===== src/rtl/spi_dbg_pkg.sv =====
package spi_dbg_pkg;

  typedef enum logic [2:0] {
    PH_CMD    = 3'd0,
    PH_ADDR   = 3'd1,
    PH_READ   = 3'd2,
    PH_WRITE  = 3'd3,
    PH_IGNORE = 3'd4
  } phase_t;

  localparam logic [7:0] OP_READ  = 8'h03;
  localparam logic [7:0] OP_WRITE = 8'h02;

endpackage


===== src/rtl/spi_dbg_sync.sv =====
module spi_dbg_sync #(
  parameter int         W       = 3,
  parameter int         STAGES  = 2,
  parameter logic [W-1:0] RST_VAL = '0
) (
  input  logic         clk,
  input  logic         rst_n,
  input  logic [W-1:0] d,
  output logic [W-1:0] q
);

  logic [W-1:0] chain [STAGES];

  generate
    for (genvar s = 0; s < STAGES; s++) begin : g_stage
      if (s == 0) begin : g_first
        always_ff @(posedge clk or negedge rst_n) begin
          if (!rst_n) chain[s] <= RST_VAL;
          else        chain[s] <= d;
        end
      end else begin : g_next
        always_ff @(posedge clk or negedge rst_n) begin
          if (!rst_n) chain[s] <= RST_VAL;
          else        chain[s] <= chain[s-1];
        end
      end
    end
  endgenerate

  assign q = chain[STAGES-1];

endmodule


===== src/rtl/spi_dbg_ctrl.sv =====
module spi_dbg_ctrl
  import spi_dbg_pkg::*;
#(
  parameter int CMD_W  = 8,
  parameter int ADDR_W = 16,
  parameter int DATA_W = 16
) (
  input  logic              clk,
  input  logic              rst_n,
  input  logic              cs_active,
  input  logic              sck_rise,
  input  logic              mosi_bit,
  input  logic [DATA_W-1:0] mem_rdata,
  output logic [ADDR_W-1:0] mem_addr,
  output logic [DATA_W-1:0] mem_wdata,
  output logic              mem_we,
  output logic              mem_re,
  output logic              tx_load,
  output logic [DATA_W-1:0] tx_load_val,
  output phase_t            phase,
  output logic              hdr_rd_evt,
  output logic              word_wr_evt
);

  localparam int SR_W  = (ADDR_W > DATA_W) ? ADDR_W : DATA_W;
  localparam int LEN_MAX = (SR_W > CMD_W) ? SR_W : CMD_W;
  localparam int CNT_W = $clog2(LEN_MAX);
  localparam int HI_W  = DATA_W - CMD_W;

  // confirmation word: command byte then upper address bits
  function automatic logic [DATA_W-1:0] confirm_word(input logic [CMD_W-1:0] c,
                                                     input logic [ADDR_W-1:0] a);
    return {c, a[ADDR_W-1 -: HI_W]};
  endfunction

  // block step, wraps at the top of the address space
  function automatic logic [ADDR_W-1:0] step_addr(input logic [ADDR_W-1:0] a);
    return a + ADDR_W'(1);
  endfunction

  function automatic logic known_op(input logic [CMD_W-1:0] c);
    return (c == CMD_W'(OP_READ)) || (c == CMD_W'(OP_WRITE));
  endfunction

  logic [SR_W-1:0]   in_sr;
  logic [SR_W-1:0]   nxt_sr;
  logic [CNT_W-1:0]  cnt;
  logic [CMD_W-1:0]  cmd_q;
  logic [ADDR_W-1:0] ptr;
  logic [DATA_W-1:0] hold;
  logic              re_q;
  logic              cmd_done, addr_done, word_done;
  logic [ADDR_W-1:0] addr_in;

  assign nxt_sr    = {in_sr[SR_W-2:0], mosi_bit};
  assign addr_in   = nxt_sr[ADDR_W-1:0];
  assign cmd_done  = sck_rise && cs_active && (phase == PH_CMD)  && (cnt == CNT_W'(CMD_W-1));
  assign addr_done = sck_rise && cs_active && (phase == PH_ADDR) && (cnt == CNT_W'(ADDR_W-1));
  assign word_done = sck_rise && cs_active &&
                     ((phase == PH_READ) || (phase == PH_WRITE)) && (cnt == CNT_W'(DATA_W-1));

  assign hdr_rd_evt  = addr_done && (cmd_q == CMD_W'(OP_READ));
  assign word_wr_evt = word_done && (phase == PH_WRITE);

  // read data capture, one cycle after the strobe
  always_ff @(posedge clk or negedge rst_n) begin
    if (!rst_n) begin
      re_q <= 1'b0;
      hold <= '0;
    end else begin
      re_q <= mem_re;
      if (re_q) hold <= mem_rdata;
    end
  end

  always_ff @(posedge clk or negedge rst_n) begin
    if (!rst_n) begin
      phase       <= PH_CMD;
      cnt         <= '0;
      in_sr       <= '0;
      cmd_q       <= '0;
      ptr         <= '0;
      mem_addr    <= '0;
      mem_wdata   <= '0;
      mem_we      <= 1'b0;
      mem_re      <= 1'b0;
      tx_load     <= 1'b0;
      tx_load_val <= '0;
    end else begin
      mem_we  <= 1'b0;
      mem_re  <= 1'b0;
      tx_load <= 1'b0;
      if (!cs_active) begin
        phase <= PH_CMD;
        cnt   <= '0;
        in_sr <= '0;
      end else if (sck_rise) begin
        in_sr <= nxt_sr;
        cnt   <= cnt + CNT_W'(1);
        unique case (phase)
          PH_CMD: begin
            if (cmd_done) begin
              cnt   <= '0;
              cmd_q <= nxt_sr[CMD_W-1:0];
              phase <= known_op(nxt_sr[CMD_W-1:0]) ? PH_ADDR : PH_IGNORE;
            end
          end
          PH_ADDR: begin
            if (addr_done) begin
              cnt <= '0;
              if (cmd_q == CMD_W'(OP_READ)) begin
                phase       <= PH_READ;
                mem_addr    <= addr_in;
                mem_re      <= 1'b1;
                ptr         <= step_addr(addr_in);
                tx_load     <= 1'b1;
                tx_load_val <= confirm_word(cmd_q, addr_in);
              end else begin
                phase <= PH_WRITE;
                ptr   <= addr_in;
              end
            end
          end
          PH_READ: begin
            if (word_done) begin
              cnt         <= '0;
              tx_load     <= 1'b1;
              tx_load_val <= hold;
              mem_addr    <= ptr;
              mem_re      <= 1'b1;
              ptr         <= step_addr(ptr);
            end
          end
          PH_WRITE: begin
            if (word_done) begin
              cnt       <= '0;
              mem_we    <= 1'b1;
              mem_wdata <= nxt_sr[DATA_W-1:0];
              mem_addr  <= ptr;
              ptr       <= step_addr(ptr);
            end
          end
          default: cnt <= cnt;
        endcase
      end
    end
  end

endmodule


===== src/rtl/spi_dbg_tx.sv =====
module spi_dbg_tx #(
  parameter int DATA_W = 16
) (
  input  logic              clk,
  input  logic              rst_n,
  input  logic              clear,
  input  logic              sck_fall,
  input  logic              load,
  input  logic [DATA_W-1:0] load_val,
  output logic              miso
);

  logic [DATA_W-1:0] sr;

  always_ff @(posedge clk or negedge rst_n) begin
    if (!rst_n) begin
      sr   <= '0;
      miso <= 1'b0;
    end else if (clear) begin
      sr   <= '0;
      miso <= 1'b0;
    end else if (load) begin
      sr <= load_val;
    end else if (sck_fall) begin
      miso <= sr[DATA_W-1];
      sr   <= {sr[DATA_W-2:0], 1'b0};
    end
  end

endmodule


===== src/rtl/spi_dbg_slave.sv =====
module spi_dbg_slave
  import spi_dbg_pkg::*;
#(
  parameter int CMD_W       = 8,
  parameter int ADDR_W      = 16,
  parameter int DATA_W      = 16,
  parameter int SYNC_STAGES = 2
) (
  input  logic              clk,
  input  logic              rst_n,
  input  logic              spi_sck,
  input  logic              spi_cs_n,
  input  logic              spi_mosi,
  output logic              spi_miso,
  output logic [ADDR_W-1:0] mem_addr,
  output logic [DATA_W-1:0] mem_wdata,
  output logic              mem_we,
  output logic              mem_re,
  input  logic [DATA_W-1:0] mem_rdata
);

  localparam int PIN_W = 3;

  logic [PIN_W-1:0] pins_s;
  logic             sck_s, sck_prev;
  logic             cs_active, mosi_bit;
  logic             sck_rise, sck_fall;
  logic             tx_load;
  logic [DATA_W-1:0] tx_load_val;
  phase_t           phase;
  logic             hdr_rd_evt, word_wr_evt;

  spi_dbg_sync #(
    .W      (PIN_W),
    .STAGES (SYNC_STAGES),
    .RST_VAL(3'b010)
  ) u_sync (
    .clk  (clk),
    .rst_n(rst_n),
    .d    ({spi_sck, spi_cs_n, spi_mosi}),
    .q    (pins_s)
  );

  assign sck_s     = pins_s[2];
  assign cs_active = ~pins_s[1];
  assign mosi_bit  = pins_s[0];

  always_ff @(posedge clk or negedge rst_n) begin
    if (!rst_n) sck_prev <= 1'b0;
    else        sck_prev <= sck_s;
  end

  assign sck_rise = sck_s & ~sck_prev;
  assign sck_fall = ~sck_s & sck_prev;

  spi_dbg_ctrl #(
    .CMD_W (CMD_W),
    .ADDR_W(ADDR_W),
    .DATA_W(DATA_W)
  ) u_ctrl (
    .clk        (clk),
    .rst_n      (rst_n),
    .cs_active  (cs_active),
    .sck_rise   (sck_rise),
    .mosi_bit   (mosi_bit),
    .mem_rdata  (mem_rdata),
    .mem_addr   (mem_addr),
    .mem_wdata  (mem_wdata),
    .mem_we     (mem_we),
    .mem_re     (mem_re),
    .tx_load    (tx_load),
    .tx_load_val(tx_load_val),
    .phase      (phase),
    .hdr_rd_evt (hdr_rd_evt),
    .word_wr_evt(word_wr_evt)
  );

  spi_dbg_tx #(
    .DATA_W(DATA_W)
  ) u_tx (
    .clk     (clk),
    .rst_n   (rst_n),
    .clear   (~cs_active),
    .sck_fall(sck_fall),
    .load    (tx_load),
    .load_val(tx_load_val),
    .miso    (spi_miso)
  );

endmodule


===== config.mk =====
export PLATFORM = sky130hd
export DESIGN_NAME = spi_dbg_slave
export DESIGN_NICKNAME = d
export VERILOG_FILES = /design/src/rtl/spi_dbg_pkg.sv /design/src/rtl/spi_dbg_sync.sv /design/src/rtl/spi_dbg_ctrl.sv /design/src/rtl/spi_dbg_tx.sv /design/src/rtl/spi_dbg_slave.sv
export SDC_FILE = /design/constraint.sdc
export NUM_CORES = 1
export LEC_CHECK = 0
export BUFFER_PORTS_ARGS = -buffer_cell sky130_fd_sc_hd__buf_2
export CAP_MARGIN = 20
export CORE_ASPECT_RATIO = 1.4
export CORE_UTILIZATION = 40
export CTS_CLUSTER_DIAMETER = 30
export DETAILED_ROUTE_END_ITERATION = 16
export GPL_TIMING_DRIVEN = 0
export PLACE_DENSITY_LB_ADDON = 0.2
export SYNTH_ARGS = -nofsm -noshare
export SYNTH_HDL_FRONTEND = slang
export SYNTH_SLANG_ARGS = --single-unit

===== constraint.sdc =====
create_clock -name clk -period 6.2 [get_ports clk]
set_input_delay 1.24 -clock clk [delete_from_list [all_inputs] [get_ports clk]]
set_output_delay 1.24 -clock clk [all_outputs]
set_load 0.005 [all_outputs]

# == After elaboration in Yosys (flattened, before gate mapping) ==
# Cells that the tools add are included.
# word_totals
register_bits,137
out_inout_bits,35
wordCells,108
# op_classes
addsub,3
eq_ne,15
muxes,42
n_bitwise,5
reduce_logical,26
# op_table
cell,n
2-to-1 mux 16 bit,12
case mux 16 bit (2 select lines),3
"adder 16 x 1 -> 16 bit, second input constant",2
2-to-1 mux 15 bit,2
"equality test 8 x 2 -> 1 bit, second input constant",3
2-to-1 mux 4 bit,5
2-to-1 mux 3 bit,5
2-to-1 mux 1 bit,12
case mux 4 bit (3 select lines),1
AND reduction 4 bit,3
AND reduction 6 bit,2
nonzero test 2 bit,4
logical AND 1 bit,7
"equality test 3 x 2 -> 1 bit, second input constant",2
"inequality test 2 x 1 -> 1 bit, second input constant",3
"inequality test 3 x 2 -> 1 bit, second input constant",2
case mux 3 bit (2 select lines),1
nonzero test 3 bit,2
AND reduction 5 bit,1
"adder 4 x 1 -> 4 bit, second input constant",1
"equality test 4 x 3 -> 1 bit, second input constant",1
"equality test 4 bit, second input constant",1
"inequality test 2 bit, second input constant",2
AND reduction 2 bit,2
8 further kinds,12

# == Longest topological paths before layout ==
# Gate-level depths: netlist (run 1).
# depth
depth_word,9
ltp_mapped,8
ltp_nobuf,6

# == Cells and area by module ==
# A second synthesis (run 1) with hierarchy kept.
# hier_totals
hier_cells,645
area_unflattened_um2,6627.6
# modules_own_cells
module,instances,cells_each,area_each_um2
spi_dbg_ctrl,1,558,5485.3
spi_dbg_tx,1,74,923.4
spi_dbg_sync,1,9,175.2
spi_dbg_slave,1,4,43.8

# == Least setup slack after synthesis (run 1) ==
# No wires, ideal clock.
# synth_path
path_kind,register to register
startpoint,register u_ctrl.phase[2]
endpoint,register u_ctrl.mem_addr[10]
setup_time_ns,0.130
arrival_time_ns,2.045
required_time_ns,6.070
setup_slack_ns,4.025
path_stages_with_launch,8
path_buffers,3
path_cell_list,dfrtp_1 or3b_1 buf_2 or4_1 buf_4 a31oi_4 buf_2 a31oi_1
# synth_via
elab_chain_len,6
# synth_rtl
item,line,rtl
from (decl),spi_dbg_ctrl.sv:20,"output phase_t phase,"
from (signal assigned),spi_dbg_ctrl.sv:105,phase <= known_op(nxt_sr[CMD_W-1:0]) ? PH_ADDR : PH_IGNORE;
equality test 3 x 2 -> 1 bit,"spi_dbg_ctrl.sv:60, spi_dbg_ctrl.sv:100",
logical OR 1 bit,spi_dbg_ctrl.sv:60,((phase == PH_READ) || (phase == PH_WRITE)) && (cnt == CNT_W'(DATA_W-1));
logical AND 1 bit,spi_dbg_ctrl.sv:59,assign word_done = sck_rise && cs_active &&
logical AND 1 bit,spi_dbg_ctrl.sv:60,
inequality test 2 x 1 -> 1 bit (no source line),--,
AND reduction 6 bit (no source line),--,
to (signal assigned),spi_dbg_ctrl.sv:113,mem_addr <= addr_in;
to (signal assigned),spi_dbg_ctrl.sv:129,mem_addr <= ptr;
to (signal assigned),spi_dbg_ctrl.sv:139,mem_addr <= ptr;
to (decl),spi_dbg_ctrl.sv:14,"output logic [ADDR_W-1:0] mem_addr,"
# Parallel ways exist; a longest one is shown, timed or not.
# A chain may end at the register's enable or synchronous reset.

# == Worst setup path in the final report (run 1) ==
# layout_path
startpoint,register u_ctrl.cnt[0]
endpoint,register u_ctrl.mem_wdata[9]
# layout_via
elab_chain_len,3
# layout_rtl
item,line,rtl
from (decl),spi_dbg_ctrl.sv:47,logic [CNT_W-1:0] cnt;
from (signal assigned),spi_dbg_ctrl.sv:99,cnt <= cnt + CNT_W'(1);
from (signal assigned),spi_dbg_ctrl.sv:143,default: cnt <= cnt;
equality test 4 bit,spi_dbg_ctrl.sv:60,
logical AND 1 bit,spi_dbg_ctrl.sv:60,
AND reduction 4 bit (no source line),--,
to (signal assigned),spi_dbg_ctrl.sv:138,mem_wdata <= nxt_sr[DATA_W-1:0];
to (decl),spi_dbg_ctrl.sv:15,"output logic [DATA_W-1:0] mem_wdata,"
# No other way between the ends.

==> impl_results.md, run 1 <==
- Grt ovf: 0
- VDD IR max: roughly 0.00022 V
- Initial antenna violation count: 0
- Drt wl/cell: roughly 17 microns
- Lkg Pwr: about 3.5 nW
- IO Port Bufs: 55
- Crit path depth: 6
- Vias in the first global route: approximately 5000
- Num CTS Buffers: 17
- TNS Setup: 0 ps
- Period utilization: 0.439
- Maximum clock insertion buffer count: 2
- # rows: between 50 and 60
- Gpl congestion: 0.864
- FF-to-FF End: u_ctrl.mem_wdata[9]
- Layout cells sized above 1: 0.195
- CP max stage delay: ~670 ps
- H-Tree Depth: 4
- Synth top cells by count: dfrtp_1 (135), nand2_1 (95), nor2_1 (73)
- Relative slew slack: 0.385
- Synth async-reset ratio: 1.00
- Synth cell types: 48
- Worst setup endpoint: u_ctrl.mem_wdata[9]
- CP required: between 6000 and 7000 ps
- Post-route ant nets: 0
- Yosys reg bits: 137
- CTS sink count: 137
- Largest net degree at the start of global routing: between 90 and 100
- CP delay by family, top: simple AND/OR/NAND/NOR gates
- CP cell instances: ha_1 -> nand3b_1 -> nor3_2 -> nand2_1 -> clkbuf_1 -> mux2_2
- Skew final: 8.57 ps
- Final setup fails: 0
- First-pass GRT wire length: between 20000 and 30000 microns
- Worst setup path start: u_ctrl.cnt[0]
- Die Area: ~16000 sq um
- Pins Over Slew Limit: 0
- Status: complete, no violations
- Worst Setup Slack, final: 3480 ps
- Yosys warns: 0
- Critical path fanouts, max: 10
- DIE WIDTH: ~110 microns
- RSZ-0062 raised after global routing: no
- CP Data Arrival Time: between 3000 and 4000 ps
- # DRC: 0
- Worst skew pair latency: between 400 and 500 ps
- Syn Std Cell Area: roughly 6400 sq um
- IO Count: 56
- CP bufs+invs: 1
- Fill cells: 1457
- Min-Delay Path Depth: 0
- Worst hold path type: reg2reg
- Routed WL: between 15000 and 20000 microns
- Routed vias/inst: 5.37
- CP Launch Type: register
- Postcts setup bufs: 0
- Final nets: ~730
- Count leader, synth: dfrtp_1
- Setup WS pre-CTS: roughly 3400 ps
- Register area share after synthesis: 0.537
- Syn_area_per_cell: about 10 sq um
- Core area: ~16000 sq um
- Peak Freq: around 370 MHz
- Top cell type by total area after synthesis: dfrtp_1
- Post-synth net total: around 660
- Fin crit period: roughly 2700 ps
- Post-CTS Hold Buffers: 0
- Pwr Density: approximately 260 nW/um^2
- Area contributors post-synth: dfrtp_1 (53%), mux2_2 (6.7%), nand2_1 (5.6%)
- # diodes: 0
- Reg clk slew, reported paths: about 60 ps
- Post-Syn Instances: ~630
- Area growth syn-to-layout: 18.4%
- Post-CTS resize count: 0
- CTS tree: built
- Starting Density: 0.409
- Vias: 4931
- MaxCap Viol Count: 0
- Ys flop type: dfrtp_1
- Tot GR Track Use: 0.210
- First DRT Iteration DRCs: around 370
- R2r setup slk: about 3500 ps
- DRT Pass-1 Iters: 5
- Die H: roughly 150 microns
- CP Capture Type: register
- Number of synthesized flops with an enable pin: 0
- Final hold violations: 0
- DPL Wire Length: about 12000 microns
- Worst Setup Path Type: reg2reg
- Tightest Pin Transition: slightly above 900 ps
- Post-synth top area share: 0.529
- Clk root buf: clkbuf_16
- R2R cell count: 6
- RR Startpoint: u_ctrl.cnt[0]
- CP max-delay cell: nor3_2
placed cells by master, fill, tap and decap left out, drive strengths merged, types with 7 or more instances in the layout:
cell,synthesis,routed
a21oi,47,47
a31oi,23,23
buf,8,64
clkbuf,41,63
dfrtp,135,135
inv,6,7
mux2,38,38
mux2i,32,32
nand2,95,95
nand3,11,11
nand4,9,9
nor2,73,73
nor3,9,9
o21ai,28,28
xor2,13,13
kinds of logic (layout without fill, tap and decap cells):
family                     after synthesis  count (layout)  share of synthesized area
buffers and inverters                   55             143                     0.0372
and+or+nand+nor                        235             235                      0.170
DFF                                    137             137                      0.537
xor gates and xnor gates                15              15                     0.0206
muxes                                   70              70                      0.117
AOI/OAI and AO/OA                      118             118                      0.110
adders and majority gates                4               4                    0.00784
routing by layer:
metal | vias up | part of all wire | GRT usage
met5 | - | 0 | 0
met4 | 0 | 0.020 | 0.0878
met3 | 31 | 0.037 | 0.0317
met2 | 136 | 0.52 | 0.362
met1 | 2404 | 0.43 | 0.259
li1 | 2360 | - | -
power breakdown:
part | internal [mW] | switching [mW]
registers | 0.898 | 0.00357
logic | 0.0136 | 0.0353
clock network | 0.666 | 0.381
total | 1.58 | 0.420
cell type report:
type                    count  area (sq um)  share of cell area
flip-flops and latches    137          3430               0.454
plain buffers              49           215              0.0285
clock buffers              22           474              0.0627
inverters                   6          22.5             0.00298
multi-input cells         442          2720               0.360
clock inverters            10           141              0.0187
well taps                 196           245              0.0324
repair buffers             56           309              0.0409
registers in the layout, summed over array words and instances (netlist names), 8 cells and up:
signal and cells:
u_ctrl.cmd_q 8, u_ctrl.hold 16, u_ctrl.in_sr 15, u_ctrl.mem_addr 16, u_ctrl.mem_wdata 16, u_ctrl.ptr 16, u_ctrl.tx_load_val 16, u_tx.sr 16
stage by stage:
step           cells   util  power (mW)  hold slack [ps]  instance area, sq um
2_1_floorplan    634      -       0.933              331                  6380
3_3_place_gp     885  0.442       0.965              335                  6910
3_5_place_dp     886  0.445       0.969              335                  6950
4_1_cts          918  0.484        2.02              348                  7560
5_1_grt          918  0.484        2.06              358                  7560
6_report         918  0.484        2.00              346                  7560
how the worst min path moves through the flow:
stage                         start           to  slack [ps]
detailed placement  u_sync.chain[3]  u_sync.q[0]         330
global route        u_sync.chain[5]  u_sync.q[2]         360
finish              u_sync.chain[3]  u_sync.q[0]         350
global placement    u_sync.chain[3]  u_sync.q[0]         340
CTS                 u_sync.chain[3]  u_sync.q[0]         350
floorplan           u_sync.chain[3]  u_sync.q[0]         330
No activity file was read; power rests on OpenSTA's default activity.
==> inputs of run 2 (changes only) <==
--- a/config.mk
+++ b/config.mk
@@ -5,6 +5,7 @@
 export SDC_FILE = /design/constraint.sdc
 export NUM_CORES = 1
 export LEC_CHECK = 0
+export ABC_AREA = 1
 export BUFFER_PORTS_ARGS = -buffer_cell sky130_fd_sc_hd__buf_2
 export CAP_MARGIN = 20
 export CORE_ASPECT_RATIO = 1.4
==> constraint.sdc (replaced) <==
create_clock -name clk -period 2.25 [get_ports clk]
set_input_delay 0.45 -clock clk [delete_from_list [all_inputs] [get_ports clk]]
set_output_delay 0.45 -clock clk [all_outputs]
set_load 0.005 [all_outputs]
==> run 2 against run 1 <==
Non-clock buffer count fell by 13. Clock-buffer cell count fell by 2. Clock power rose to 2.9 times the previous value. Worst setup slack got worse by 3200 ps. Sequential share of layout area fell by 0.90 points. Clock skew rose by 5.4 ps. Routed wire length rose by 10%. Register-to-register slack got worse by 3200 ps. Largest power group unchanged.
==> impl_results.md, run 2 <==
- Worst Setup Path Type: reg2reg
- Post-Syn Instances: about 810
- Post-synth net total: between 800 and 900
- DRT Pass-1 Iters: 5
- CP required: roughly 2600 ps
- Die H: about 150 microns
- Clk root buf: clkbuf_16
- R2r setup slk: 270 ps
- DP Area: 7070 sq um
- IO Count: 56
- H-Tree Depth: 4
- Syn_area_per_cell: roughly 8 sq um
- Worst skew pair latency: about 430 ps
- Peak Freq: approximately 510 MHz
- Routed vias/inst: 5.15
- Pwr Density: around 730 nW/um^2
- Die Area: 16800 sq um
- # diodes: 0
- Synth async-reset ratio: 1.00
- Syn Std Cell Area: around 6500 sq um
- CP Launch Type: register
- Reg power frac: 0.442
- CP Capture Type: register
- First-pass GRT wire length: roughly 29000 microns
- Reg clk slew, reported paths: 60 ps
- Num CTS Buffers: 17
- Vias: 5625
- Maximum clock insertion buffer count: 2
- Comb pwr share: 0.026
- Vias in the first global route: roughly 5600
- Core area: approximately 16000 sq um
- Clock power frac: 0.532
- CP max-delay cell: dfrtp_1
- CP Data Arrival Time: around 2300 ps
- Tightest Pin Transition: around 600 ps
- Most common cell after layout, fill and taps aside: nand2_1
- CP delay by family, top: simple AND/OR/NAND/NOR gates
- DPL Wire Length: 12900 microns
- Routed WL: 17500 microns
- Critical path fanouts, max: 10
- Skew final: 14.0 ps
- Synth cell types: 38
- Tot GR Track Use: 0.225
- CP bufs+invs: 2
- IO Port Bufs: 55
- Psw: between 1 and 1.5 mW
- Drt wl/cell: around 16 microns
- Ys flop type: dfrtp_1
- Area contributors post-synth: dfrtp_1 (52%), nand2_1 (13%), o21ai_0 (6.0%)
- Post-synth top area share: 0.519
- # rows: 54
- Final setup fails: 0
- Final hold violations: 0
- Largest net degree at the start of global routing: 96
- Pins Over Slew Limit: 0
- Initial antenna violation count: 0
- CTS tree: built
- Top cell type by total area after synthesis: dfrtp_1
- # DRC: 0
- Final nets: between 900 and 1000
- Fin crit period: roughly 2000 ps
- Yosys warns: 0
- Area growth syn-to-layout: 18.5%
- Starting Density: 0.414
- CTS sink count: 137
- Cell area after layout: just under 8000 sq um
- Status: complete, no violations
- Worst hold path type: in2reg
- Gpl congestion: between 0.8 and 0.9
- Number of synthesized flops with an enable pin: 0
- RSZ-0062 raised after global routing: no
- Grt ovf: 0
- Net Sw Frac: 0.210
- Worst Setup Slack, final: about 270 ps
- Register area share after synthesis: 0.527
- Relative slew slack: 0.601
- Setup WS pre-CTS: 306 ps
- Yosys reg bits: about 140
- CP max stage delay: between 400 and 500 ps
- MaxCap Viol Count: 0
- Period utilization: 0.878
- Power Internal: 4.46 mW
- VDD IR max: between 0.0004 and 0.0005 V
- Layout cells sized above 1: 0.137
- Count leader, synth: nand2_1
- DIE WIDTH: around 110 microns
- Total power draw: roughly 5.6 mW
- Synth top cells by count: nand2_1 (225), dfrtp_1 (135), inv_1 (85)
- Lkg Pwr: 3.62 nW
- CP cell instances: nor2_4 -> inv_2 -> nor2_2 -> clkbuf_1 -> o21ai_0 -> o21ai_1
- Most frequent cells in the layout: nand2_1 (225), dfrtp_1 (135), inv_1 (85), o21ai_0 (78), buf_2 (67)
- Post-route ant nets: 0
- First DRT Iteration DRCs: approximately 390
-- run 2: cell types whose count changed after synthesis, sizes merged, moves of 16 or more --
cell    previous run  this run
mux2i             32         1
clkbuf            41        18
nand3             11        51
nand2             95       226
inv                6        91
o21ai             28       112
o22ai              0        16
a21oi             47         6
mux2              38         0
-- run 2: power groups by stage --
| stage | logic (mW) | registers, mW | clock network, mW |
|---|---|---|---|
| detailed placement | 0.147 | 2.54 | 0 |
| global placement | 0.139 | 2.54 | 0 |
| finish | 0.145 | 2.50 | 3.00 |
| floorplan | 0.0530 | 2.54 | 0 |
| CTS | 0.149 | 2.50 | 3.06 |
| global route | 0.168 | 2.50 | 3.16 |
-- run 2: timing repair --
| item | in CTS | in global routing |
|---|---|---|
| resized for setup | 0 | 0 |
| endpoints found under the hold margin | 40 | 0 |
| setup buffers | 0 | 0 |
| hold buffers | 1 | 0 |
-- run 2: layout make-up --
type                            count  area, sq um
Multi-Input combinational cell    544         2560
Sequential cell                   137         3430
Inverter                           92          345
Fill cell                        1563         8030
Tap cell                          196          245
Timing Repair Buffer               57          319
Buffer                             35          170
Clock inverter                     12          171
Clock buffer                       20          467
-- run 2: per-layer routing --
metal	up-vias	GRT usage	share of wire
li1	2814	-	-
met1	2651	0.262	0.42
met2	122	0.382	0.51
met3	38	0.0435	0.032
met4	0	0.124	0.040
met5	-	0	0
-- run 2: final timing paths --
| kind | cells past startpoint | endpoint | start |
|---|---|---|---|
| setup / recovery | 6 | u_ctrl.tx_load_val[6] | u_ctrl.phase[2] |
| hold / removal | 1 | u_sync.chain[4] | spi_cs_n |
| setup reg to reg | 6 | u_ctrl.tx_load_val[6] | u_ctrl.phase[2] |
| hold reg to reg | 0 | u_sync.q[0] | u_sync.chain[3] |
| max in group asynchronous | 3 | u_ctrl.mem_addr[4] | rst_n |
| min in group asynchronous | 2 | u_tx.miso | rst_n |
-- run 2: per-stage QoR --
step / cells / TNS, ps / utilization / hold slack, ps
final: 1093 / 0 / 0.490 / 118
after global routing: 1093 / 0 / 0.490 / 108
after CTS: 1093 / 0 / 0.490 / 103
after detailed placement: 1060 / 0 / 0.449 / 341
after global placement: 1059 / -172030 / 0.447 / 337
after floorplan: 808 / 0 / - / 154
-- run 2: cell families (layout without fill, tap and decap cells) --
family                   after synthesis  after routing  share of synthesized area
AND/OR/NAND/NOR                      365            365                      0.233
AO/OA/AOI/OAI                        172            172                      0.149
flip-flops                           137            137                      0.527
buffers and inverters                127            216                     0.0792
adder cells (fa/ha/maj)                4              4                    0.00769
XOR/XNOR                               2              2                    0.00269
multiplexers                           1              1                    0.00154
==> inputs of run 3 (changes only) <==
--- a/config.mk
+++ b/config.mk
@@ -10,6 +10,7 @@
 export CAP_MARGIN = 20
 export CORE_ASPECT_RATIO = 1.4
 export CORE_UTILIZATION = 40
+export CTS_BUF_LIST = sky130_fd_sc_hd__clkbuf_2 sky130_fd_sc_hd__clkbuf_4 sky130_fd_sc_hd__clkbuf_8
 export CTS_CLUSTER_DIAMETER = 30
 export DETAILED_ROUTE_END_ITERATION = 16
 export GPL_TIMING_DRIVEN = 0
==> constraint.sdc (replaced) <==
create_clock -name clk -period 2.3 [get_ports clk]
set_input_delay 0.46 -clock clk [delete_from_list [all_inputs] [get_ports clk]]
set_output_delay 0.46 -clock clk [all_outputs]
set_load 0.005 [all_outputs]
==> run 3 against run 2 <==
Sequential share of layout area rose by 1.1 points. Critical path depth rose by 4. Clock power fell by 27%. Sequential power fell by 2%. Register-to-register slack improved by 80 ps. Highest routed layer unchanged. Cell area fell by 2.5%. Critical path type unchanged. Utilization fell by 1.2 points. Global-route usage fell by 0.21 points. Hold slack got worse by 10 ps.
==> impl_results.md, run 3 (synthesis results as in run 2) <==
- CTS sink count: between 100 and 150
- Worst Setup Slack, final: 350 ps
- CP Launch Type: register
- First DRT Iteration DRCs: 287
- Clk root buf: clkbuf_8
- Hold path start: spi_cs_n
- Skew final: 9.64 ps
- VDD IR max: 0.000339 V
- Relative slew slack: 0.600
- # DRC: 0
- Status: complete, no violations
- Vias: 5614
- First-pass GRT wire length: between 20000 and 30000 microns
- Most used cell, CP: nand2_1
- IO Port Bufs: 55
- Routed WL: 17300 microns
- CP bufs+invs: 1
- DPL Wire Length: approximately 13000 microns
- Min-Delay Path Depth: 1
- Final Non-Filler Cells: 1093
- DRT Pass-1 Iters: 5
- Maximum clock insertion buffer count: 2
- Power Internal: 3.73 mW
- Post-route ant nets: 0
- Die Area: 16800 sq um
- # diodes: 0
- Num CTS Buffers: 17
- Hold EP: u_sync.chain[4]
- CP cell instances: ha_1 -> nand3_1 -> nor2_1 -> nand2_1 -> inv_1 -> nand2_1 -> nand3_1 -> o21ai_0 -> nand2_1 -> nand2_1
- Initial antenna violation count: 0
- Grt ovf: 0
- H-Tree Depth: 4
- CP required: between 2000 and 3000 ps
- Drt wl/cell: between 15 and 20 microns
- IO Count: 56
- Worst hold path type: in2reg
- Psw: between 1 and 1.5 mW
- RSZ-0062 raised after global routing: no
- Final nets: between 900 and 1000
- Starting Density: 0.414
- Total power draw: around 4.8 mW
- Tightest Pin Transition: between 500 and 600 ps
- TNS Setup: 0 ps
- FF-to-FF End: u_ctrl.ptr[8]
- MaxCap Viol Count: 0
- Largest net degree at the start of global routing: 96
- Tot GR Track Use: 0.223
- CP delay by family, top: simple AND/OR/NAND/NOR gates
- DIE WIDTH: between 100 and 150 microns
- Final hold violations: 0
- Vias in the first global route: between 5000 and 6000
- Worst Setup Path Type: reg2reg
- Worst setup path start: u_ctrl.in_sr[0]
- Layout cells sized above 1: 0.137
- Pwr Density: 636 nW/um^2
- Critical path fanouts, max: 7
- R2r setup slk: 350 ps
- Peak Freq: slightly above 500 MHz
- # rows: 54
- Most frequent cells in the layout: nand2_1 (225), dfrtp_1 (135), inv_1 (85), o21ai_0 (78), buf_2 (67)
- R2R cell count: 10
- Setup WS pre-CTS: ~360 ps
- CP Capture Type: register
- CP max-delay cell: dfrtp_1
- Routed vias/inst: between 5 and 6
- Area growth syn-to-layout: 15.5%
- Reg power frac: 0.510
- Clock power frac: 0.461
- RR Startpoint: u_ctrl.in_sr[0]
- CP Data Arrival Time: roughly 2300 ps
- Period utilization: 0.848
- Gpl congestion: about 0.86
- Comb pwr share: 0.030
- Most common cell after layout, fill and taps aside: nand2_1
- Pins Over Slew Limit: 0
- Crit path depth: 10
- Post-Place Cells: 1060
- Core area: 15700 sq um
- Final setup fails: 0
- Net Sw Frac: 0.221
- Lkg Pwr: around 3.5 nW
- Die H: roughly 150 microns
- Fin crit period: 1950 ps
- Fill cells: approximately 1600
- Reg clk slew, reported paths: ~80 ps
- CP max stage delay: 480 ps
- Worst hold slack: between 100 and 150 ps
- Worst skew pair latency: around 450 ps
- CTS tree: built
==> run 3: metal layers <==
metal | vias to the layer above | wire length, microns | share of wire | GRT usage
met5 | - | 0 | 0 | 0
met1 | 2636 | 7140 | 0.41 | 0.261
met4 | 0 | 655 | 0.038 | 0.124
li1 | 2807 | - | - | -
met2 | 128 | 8970 | 0.52 | 0.382
met3 | 43 | 568 | 0.033 | 0.0350
==> run 3: layout make-up <==
class                   count  area, sq um  share of cell area
flip-flops and latches    137         3430               0.456
multi-input cells         544         2560               0.341
inverters                  92          345              0.0459
repair buffers             57          319              0.0424
clock buffers              20          275              0.0366
well taps                 196          245              0.0326
clock inverters            12          171              0.0228
plain buffers              35          170              0.0226
==> run 3: worst max path at each step <==
| stage | to | slack [ps] |
|---|---|---|
| 6_report | u_ctrl.ptr[8] | 350 |
| 2_1_floorplan | u_ctrl.ptr[15] | 680 |
| 4_1_cts | u_ctrl.tx_load_val[6] | 330 |
| 5_1_grt | u_ctrl.ptr[8] | 120 |
| 3_3_place_gp | u_ctrl.mem_addr[11] | -1240 |
| 3_5_place_dp | u_ctrl.ptr[2] | 360 |
==> run 3: repair_timing <==
action,CTS,global route
resized for setup,0,0
setup buffers,0,0
hold buffers,1,0
endpoints found under the hold margin,40,0
setup endpoints to repair,0,0
==> run 3: power by group through the flow <==
stage	Sequential, mW	Combinational, mW	Clock [mW]
finish	2.44	0.142	2.20
global route	2.44	0.164	2.36
CTS	2.44	0.146	2.25
detailed placement	2.49	0.144	0
global placement	2.49	0.136	0
floorplan	2.48	0.0519	0
==> run 3: metrics by stage <==
stage,utilization,cell area (sq um)
final,0.478,7520
after detailed placement,0.449,7070
after CTS,0.478,7520
after global routing,0.478,7520
after floorplan,-,6510
after global placement,0.447,7030
